`config.mk`:
```
export PLATFORM = sky130hd
export DESIGN_NAME = write_inhibit_guard
export DESIGN_NICKNAME = d
export VERILOG_FILES = /design/src/rtl/write_inhibit_guard_pkg.sv /design/src/rtl/write_inhibit_guard_datapath.sv /design/src/rtl/write_inhibit_guard_control.sv /design/src/rtl/write_inhibit_guard.sv
export SDC_FILE = /design/constraint.sdc
export NUM_CORES = 1
export LEC_CHECK = 0
export ABC_AREA = 1
export ABC_CLOCK_PERIOD_IN_PS = 1700
export BUFFER_PORTS_ARGS = -buffer_cell sky130_fd_sc_hd__buf_2
export CORE_ASPECT_RATIO = 0.5
export CORE_MARGIN = 4
export CORE_UTILIZATION = 52
export CTS_CLUSTER_DIAMETER = 120
export DETAILED_ROUTE_END_ITERATION = 16
export PLACE_DENSITY = 0.83
export REMOVE_ABC_BUFFERS = 1
export SYNTH_ARGS = -nofsm -noshare
export SYNTH_HDL_FRONTEND = slang
export SYNTH_HIERARCHICAL = 1
export SYNTH_SLANG_ARGS = --single-unit
```
`constraint.sdc`:
```
create_clock -name clk -period 1.7 [get_ports clk]
set_input_delay 0.34 -clock clk [delete_from_list [all_inputs] [get_ports clk]]
set_output_delay 0.34 -clock clk [all_outputs]
set_load 0.02 [all_outputs]
```
`src/rtl/write_inhibit_guard_pkg.sv`:
```
package write_inhibit_guard_pkg;

  // Synchronized view of the input pins.
  typedef struct packed {
    logic weN;
    logic oeN;
    logic csN;
    logic ok;
  } syncPins_t;

  // Strobes from the control FSM to the datapath counters.
  typedef struct packed {
    logic pwrClr;
    logic pwrInc;
    logic widClr;
    logic widInc;
  } guardCtl_t;

  typedef enum logic [2:0] {
    ST_LOCKED = 3'd0,
    ST_IDLE   = 3'd1,
    ST_FILTER = 3'd2,
    ST_FIRE   = 3'd3,
    ST_HOLD   = 3'd4
  } guardState_e;

endpackage

```
`src/rtl/write_inhibit_guard_datapath.sv`:
```
module write_inhibit_guard_datapath
  import write_inhibit_guard_pkg::*;
#(
  parameter int SYNC_STAGES   = 2,
  parameter int PWR_DELAY_CYC = 250000,
  parameter int GLITCH_CYC    = 3
) (
  input  logic      clk,
  input  logic      rstN,
  input  logic      supplyOk,
  input  logic      csN,
  input  logic      oeN,
  input  logic      weN,
  input  guardCtl_t ctl,
  output syncPins_t syncPins,
  output logic      pwrLast,
  output logic      widLast
);

  localparam int PW = (PWR_DELAY_CYC < 2) ? 1 : $clog2(PWR_DELAY_CYC);
  localparam int GW = (GLITCH_CYC < 2) ? 1 : $clog2(GLITCH_CYC);
  localparam logic [PW-1:0] PWR_LAST = PW'(PWR_DELAY_CYC - 1);
  localparam logic [GW-1:0] WID_LAST = GW'(GLITCH_CYC - 1);
  // Reset view: supply low, every strobe inactive.
  localparam syncPins_t RST_PINS = '{weN: 1'b1, oeN: 1'b1, csN: 1'b1, ok: 1'b0};

  syncPins_t pinNow;
  assign pinNow = '{weN: weN, oeN: oeN, csN: csN, ok: supplyOk};

  // Synchronizer chain, one register block per stage.
  for (genvar g = 0; g < SYNC_STAGES; g++) begin : gSync
    syncPins_t q;
    if (g == 0) begin : gFirst
      always_ff @(posedge clk or negedge rstN) begin
        if (!rstN) q <= RST_PINS;
        else       q <= pinNow;
      end
    end else begin : gNext
      always_ff @(posedge clk or negedge rstN) begin
        if (!rstN) q <= RST_PINS;
        else       q <= gSync[g-1].q;
      end
    end
  end

  assign syncPins = gSync[SYNC_STAGES-1].q;

  // Power-on settling counter.
  logic [PW-1:0] pwrCnt;
  always_ff @(posedge clk or negedge rstN) begin
    if (!rstN)           pwrCnt <= '0;
    else if (ctl.pwrClr) pwrCnt <= '0;
    else if (ctl.pwrInc) pwrCnt <= pwrCnt + 1'b1;
  end
  assign pwrLast = (pwrCnt == PWR_LAST);

  // Strobe width counter.
  logic [GW-1:0] widCnt;
  always_ff @(posedge clk or negedge rstN) begin
    if (!rstN)           widCnt <= '0;
    else if (ctl.widClr) widCnt <= '0;
    else if (ctl.widInc) widCnt <= widCnt + 1'b1;
  end
  assign widLast = (widCnt == WID_LAST);

endmodule

```
`src/rtl/write_inhibit_guard_control.sv`:
```
module write_inhibit_guard_control
  import write_inhibit_guard_pkg::*;
(
  input  logic      clk,
  input  logic      rstN,
  input  syncPins_t syncPins,
  input  logic      pwrLast,
  input  logic      widLast,
  output guardCtl_t ctl,
  output logic      wrStart
);

  guardState_e state, nxt;
  logic        writeReq;

  // Write request: select and write low together, output enable high.
  assign writeReq = !syncPins.csN && !syncPins.weN && syncPins.oeN;

  always_comb begin
    nxt = state;
    ctl = '0;
    if (!syncPins.ok) begin
      nxt        = ST_LOCKED;
      ctl.pwrClr = 1'b1;
      ctl.widClr = 1'b1;
    end else begin
      unique case (state)
        ST_LOCKED: begin
          ctl.widClr = 1'b1;
          if (pwrLast) nxt = ST_IDLE;
          else         ctl.pwrInc = 1'b1;
        end
        ST_IDLE, ST_FILTER: begin
          if (!writeReq) begin
            ctl.widClr = 1'b1;
            nxt        = ST_IDLE;
          end else if (widLast) begin
            ctl.widClr = 1'b1;
            nxt        = ST_FIRE;
          end else begin
            ctl.widInc = 1'b1;
            nxt        = ST_FILTER;
          end
        end
        ST_FIRE, ST_HOLD: begin
          ctl.widClr = 1'b1;
          nxt        = writeReq ? ST_HOLD : ST_IDLE;
        end
        default: begin
          ctl.pwrClr = 1'b1;
          ctl.widClr = 1'b1;
          nxt        = ST_LOCKED;
        end
      endcase
    end
  end

  always_ff @(posedge clk or negedge rstN) begin
    if (!rstN) state <= ST_LOCKED;
    else       state <= nxt;
  end

  assign wrStart = (state == ST_FIRE);

endmodule

```
`src/rtl/write_inhibit_guard.sv`:
```
module write_inhibit_guard
  import write_inhibit_guard_pkg::*;
#(
  parameter int SYNC_STAGES   = 2,
  parameter int PWR_DELAY_CYC = 250000,
  parameter int GLITCH_CYC    = 3
) (
  input  logic clk,
  input  logic rstN,
  input  logic supplyOk,
  input  logic csN,
  input  logic oeN,
  input  logic weN,
  output logic wrStart
);

  syncPins_t syncPins;
  guardCtl_t ctl;
  logic      pwrLast;
  logic      widLast;

  write_inhibit_guard_datapath #(
    .SYNC_STAGES  (SYNC_STAGES),
    .PWR_DELAY_CYC(PWR_DELAY_CYC),
    .GLITCH_CYC   (GLITCH_CYC)
  ) u_dp (
    .clk     (clk),
    .rstN    (rstN),
    .supplyOk(supplyOk),
    .csN     (csN),
    .oeN     (oeN),
    .weN     (weN),
    .ctl     (ctl),
    .syncPins(syncPins),
    .pwrLast (pwrLast),
    .widLast (widLast)
  );

  write_inhibit_guard_control u_ctl (
    .clk     (clk),
    .rstN    (rstN),
    .syncPins(syncPins),
    .pwrLast (pwrLast),
    .widLast (widLast),
    .ctl     (ctl),
    .wrStart (wrStart)
  );

endmodule

```
==> flow_metrics.tcl <==
set metrics [dict create \
    min_period_over_period_pct 116 \
    cts_root_buf "clkbuf_8" \
    cp.required_ns 1.90 \
    path_buf_inv 1 \
    synthMuxAreaShare_pct 0 \
    worstMarginPinSlew_ns 0.677 \
    max_freq_ghz 0.505 \
    worstReg2RegStart "u_dp/pwrCnt[6]" \
    overflow 0 \
    cts_hold_buf 0 \
    crit_type "register to register" \
    clk_pin_slew_ns 0.08 \
    hold_viol 0 \
    htreeDepth 2 \
    n_fill_cell 149 \
    track_usage_pct 23.3 \
    ys_ff_latch 31 \
    cp-start-kind "register" \
    drt_iter0_drc 150 \
    fin_ws_ns -0.279 \
    clock_path_buffers 2 \
    cts_tree "built" \
    grt_max_degree 32 \
    rsz0062_at_grt "yes" \
    cp.arrival_ns 2.18 \
    slew_headroom_pct 54.8 \
    grt_pass1_vias 1471 \
    maxCapViolCount 0 \
    first_pass_iters 5 \
    die_h_um 46.5 \
    synth-adder-area-share_pct 1.62 \
    synth_area_leader_cell "dfrtp_1" \
    vias 1604 \
    multi_input_area_um2 806 \
    r2r_slack_ns -0.28 \
    place_inst 256 \
    p_leak_nw 0.941 \
    fin_skew_ns 0.0161 \
    io_pins 7 \
    ir_drop_mv 0.444 \
    drcViolationCount 0 \
    reg2reg_depth 13 \
    ant_nets 0 \
    yosys_warnings 6 \
    p_total_mw 1.47 \
    endpoint_kind "register" \
    syn2layout_area_growth_pct 34.6 \
    drive_above_1_share_pct 38.9 \
    rows 13 \
    synth_top_area_share_pct 40.5 \
    cp_max_fo 5 \
    insertion_delay_ns 0.29 \
    outcome "finished with violations" \
    antenna_cells 0 \
    hpwl_um 2600 \
    finish.utilization_pct 76.5 \
    avgViaCountPerCell 5.92 \
    yosysUniqueCellTypes 24 \
    synth_simple_gate_area_share_pct 36.8 \
    crit_family "simple AND/OR/NAND/NOR gates" \
    place_congestion 0.936 \
    setup_violations 18 \
    core_um2 2720 \
    synth_area_um2 1540 \
    wl_um 4710 \
    die_w_um 85.1 \
    cp_slowest_cell "dfrtp_1" \
    io_buffers 6 \
    fin_setup_tns_ns -3.18 \
    grt_antenna_before_repair 0 \
    cpMostUsedCell "nor2_1" \
    cp_slowest_stage_delay_ns 0.40 \
    hp-class "primary input to async pin" \
    syn_avg_cell_area_um2 8.17 \
    initial_core_util_pct 56.8 \
    synth_top_family_by_area "simple AND/OR/NAND/NOR gates" \
    fin_crit_ns 1.98 \
    cts_made_buffers 5 \
    dieArea_um2 3960 \
    synth-xor-area-share_pct 0.567 \
    ys_seq_area_share_pct 50.7 \
    cts.sinks 31 \
    violations "negative setup slack" \
    final_nets 241 \
    layoutNonFillerInstCount 271 \
    wl_per_cell_um 17.4 \
    syn_inst 189 \
    final_max_slew_viol_count 0 \
    power_density_nw_per_um2 706 \
    crit_chain "nor4_2, nand3_1, nor2_2, inv_1, nand3_2, nor2_4, nor2_4, nor2_1, nand3_1, nor2_1, nand2_1, nand2_1, nor2_1" \
    regArea_um2 783 \
    synth_area_leaders "dfrtp_1 (41%), dfstp_2 (10%), nand2_1 (9.5%)" \
    grt_pass1_wl_um 6760 \
    worstReg2RegEnd "u_dp/pwrCnt[17]" \
    synth_compound_area_share_pct 5.35 \
]
==> cell families after synthesis <==
family / count (synthesis)
compound gates: 16
xor+xnor: 1
simple gates: 119
flops: 31
fa+ha+maj: 2
buf+inv: 20
==> cell type report <==
| cell class | count | share of cell area (%) |
|---|---|---|
| multi-input combinational | 138 | 38.8 |
| tap | 37 | 2.23 |
| sequential | 31 | 37.7 |
| timing repair buffer | 38 | 13.4 |
| clock inverter | 1 | 0.241 |
| inverter | 19 | 3.55 |
| clock buffer | 7 | 4.15 |
==> metal layers <==
| metal | vias up | global-route usage (%) | routed length [µm] |
|---|---|---|---|
| met5 | - | 0 | 0 |
| met4 | 0 | 12.9 | 253 |
| met3 | 37 | 8.04 | 438 |
| met2 | 131 | 42.0 | 2200 |
| met1 | 744 | 25.1 | 1820 |
| li1 | 692 | - | - |
==> power breakdown <==
| group | switching (mW) | internal [mW] | leakage [nW] | total [mW] |
|---|---|---|---|---|
| clock | 0.286 | 0.327 | 0.0482 | 0.612 |
| combinational | 0.0583 | 0.0328 | 0.487 | 0.0911 |
| sequential | 0.00796 | 0.757 | 0.406 | 0.765 |
==> cells in the mapped netlist <==
cell and instances:
nand3b_1 1, nor3_1 4, inv_2 1, nor4_1 2, dfstp_2 6, inv_1 18, a211oi_1 1, a21oi_1 9
xnor2_1 1, and3_1 2, buf_2 1, nand2_2 4, o21ai_1 3, nand4_1 1, o21ai_0 3, nor2_2 3
dfrtp_1 25, and2_1 1, nand3_1 17, nand3_4 1, nor2_4 6, ha_1 2, nand2_1 39, nor2_1 38
==> worst max-delay path by stage <==
stage,from,end,slack [ns],cells after the start
2_1_floorplan,u_dp/pwrCnt[0],u_dp/pwrCnt[10],-0.1,13
3_3_place_gp,u_dp/pwrCnt[0],u_dp/pwrCnt[10],-0.21,13
3_5_place_dp,u_dp/pwrCnt[0],u_dp/pwrCnt[10],-0.27,13
4_1_cts,u_dp/pwrCnt[8],u_dp/pwrCnt[2],-0.14,11
5_1_grt,u_dp/pwrCnt[6],u_dp/pwrCnt[17],-0.42,13
6_report,u_dp/pwrCnt[6],u_dp/pwrCnt[17],-0.28,13
==> timing repair <==
action	4_1_cts	5_1_grt
endpoints found under the setup margin	17	18
setup buffers	6	1
gates resized for setup	19	17
gates cloned	0	0
hold endpoints to repair	0	0
pin swaps	12	15
==> placed cells by master, fill, tap and decap left out <==
cell type   n
and3_4      1
o21ai_1     4
nand3b_1    1
xnor2_1     1
nand2_2     6
ha_2        1
dfrtp_1    25
nand3_2     2
nor2_4     10
nand3_4     1
buf_6       2
dfstp_2     6
and3_1      1
inv_1      18
a21oi_2     6
buf_2       6
nand4_1     1
clkinv_2    1
o21ai_2     2
nor2_1     32
nand2_1    37
and2_1      1
nand3_1    15
inv_4       1
ha_1        1
buf_4      30
clkbuf_1    1
nor2_2      5
a21oi_1     2
nor4_2      2
a21oi_4     1
a211oi_1    1
nor3_1      2
clkbuf_8    6
nor3_2      2
==> sequential cells by signal, indices dropped and copies added (netlist names) <==
name           flops
u_ctl/state        3
u_dp/gSync.q       4
u_dp/pwrCnt       18
u_dp/syncPins      4
u_dp/widCnt        2
==> per-stage QoR <==
stage	worst slack, ns	hold WS [ns]	instance area [µm²]
2_1_floorplan	-0.0978	0.0444	1540
3_3_place_gp	-0.209	0.346	1800
3_5_place_dp	-0.265	0.349	1800
4_1_cts	-0.137	0.110	2010
5_1_grt	-0.421	0.138	2080
6_report	-0.279	0.0795	2080
(Power assumes the default switching activity.)
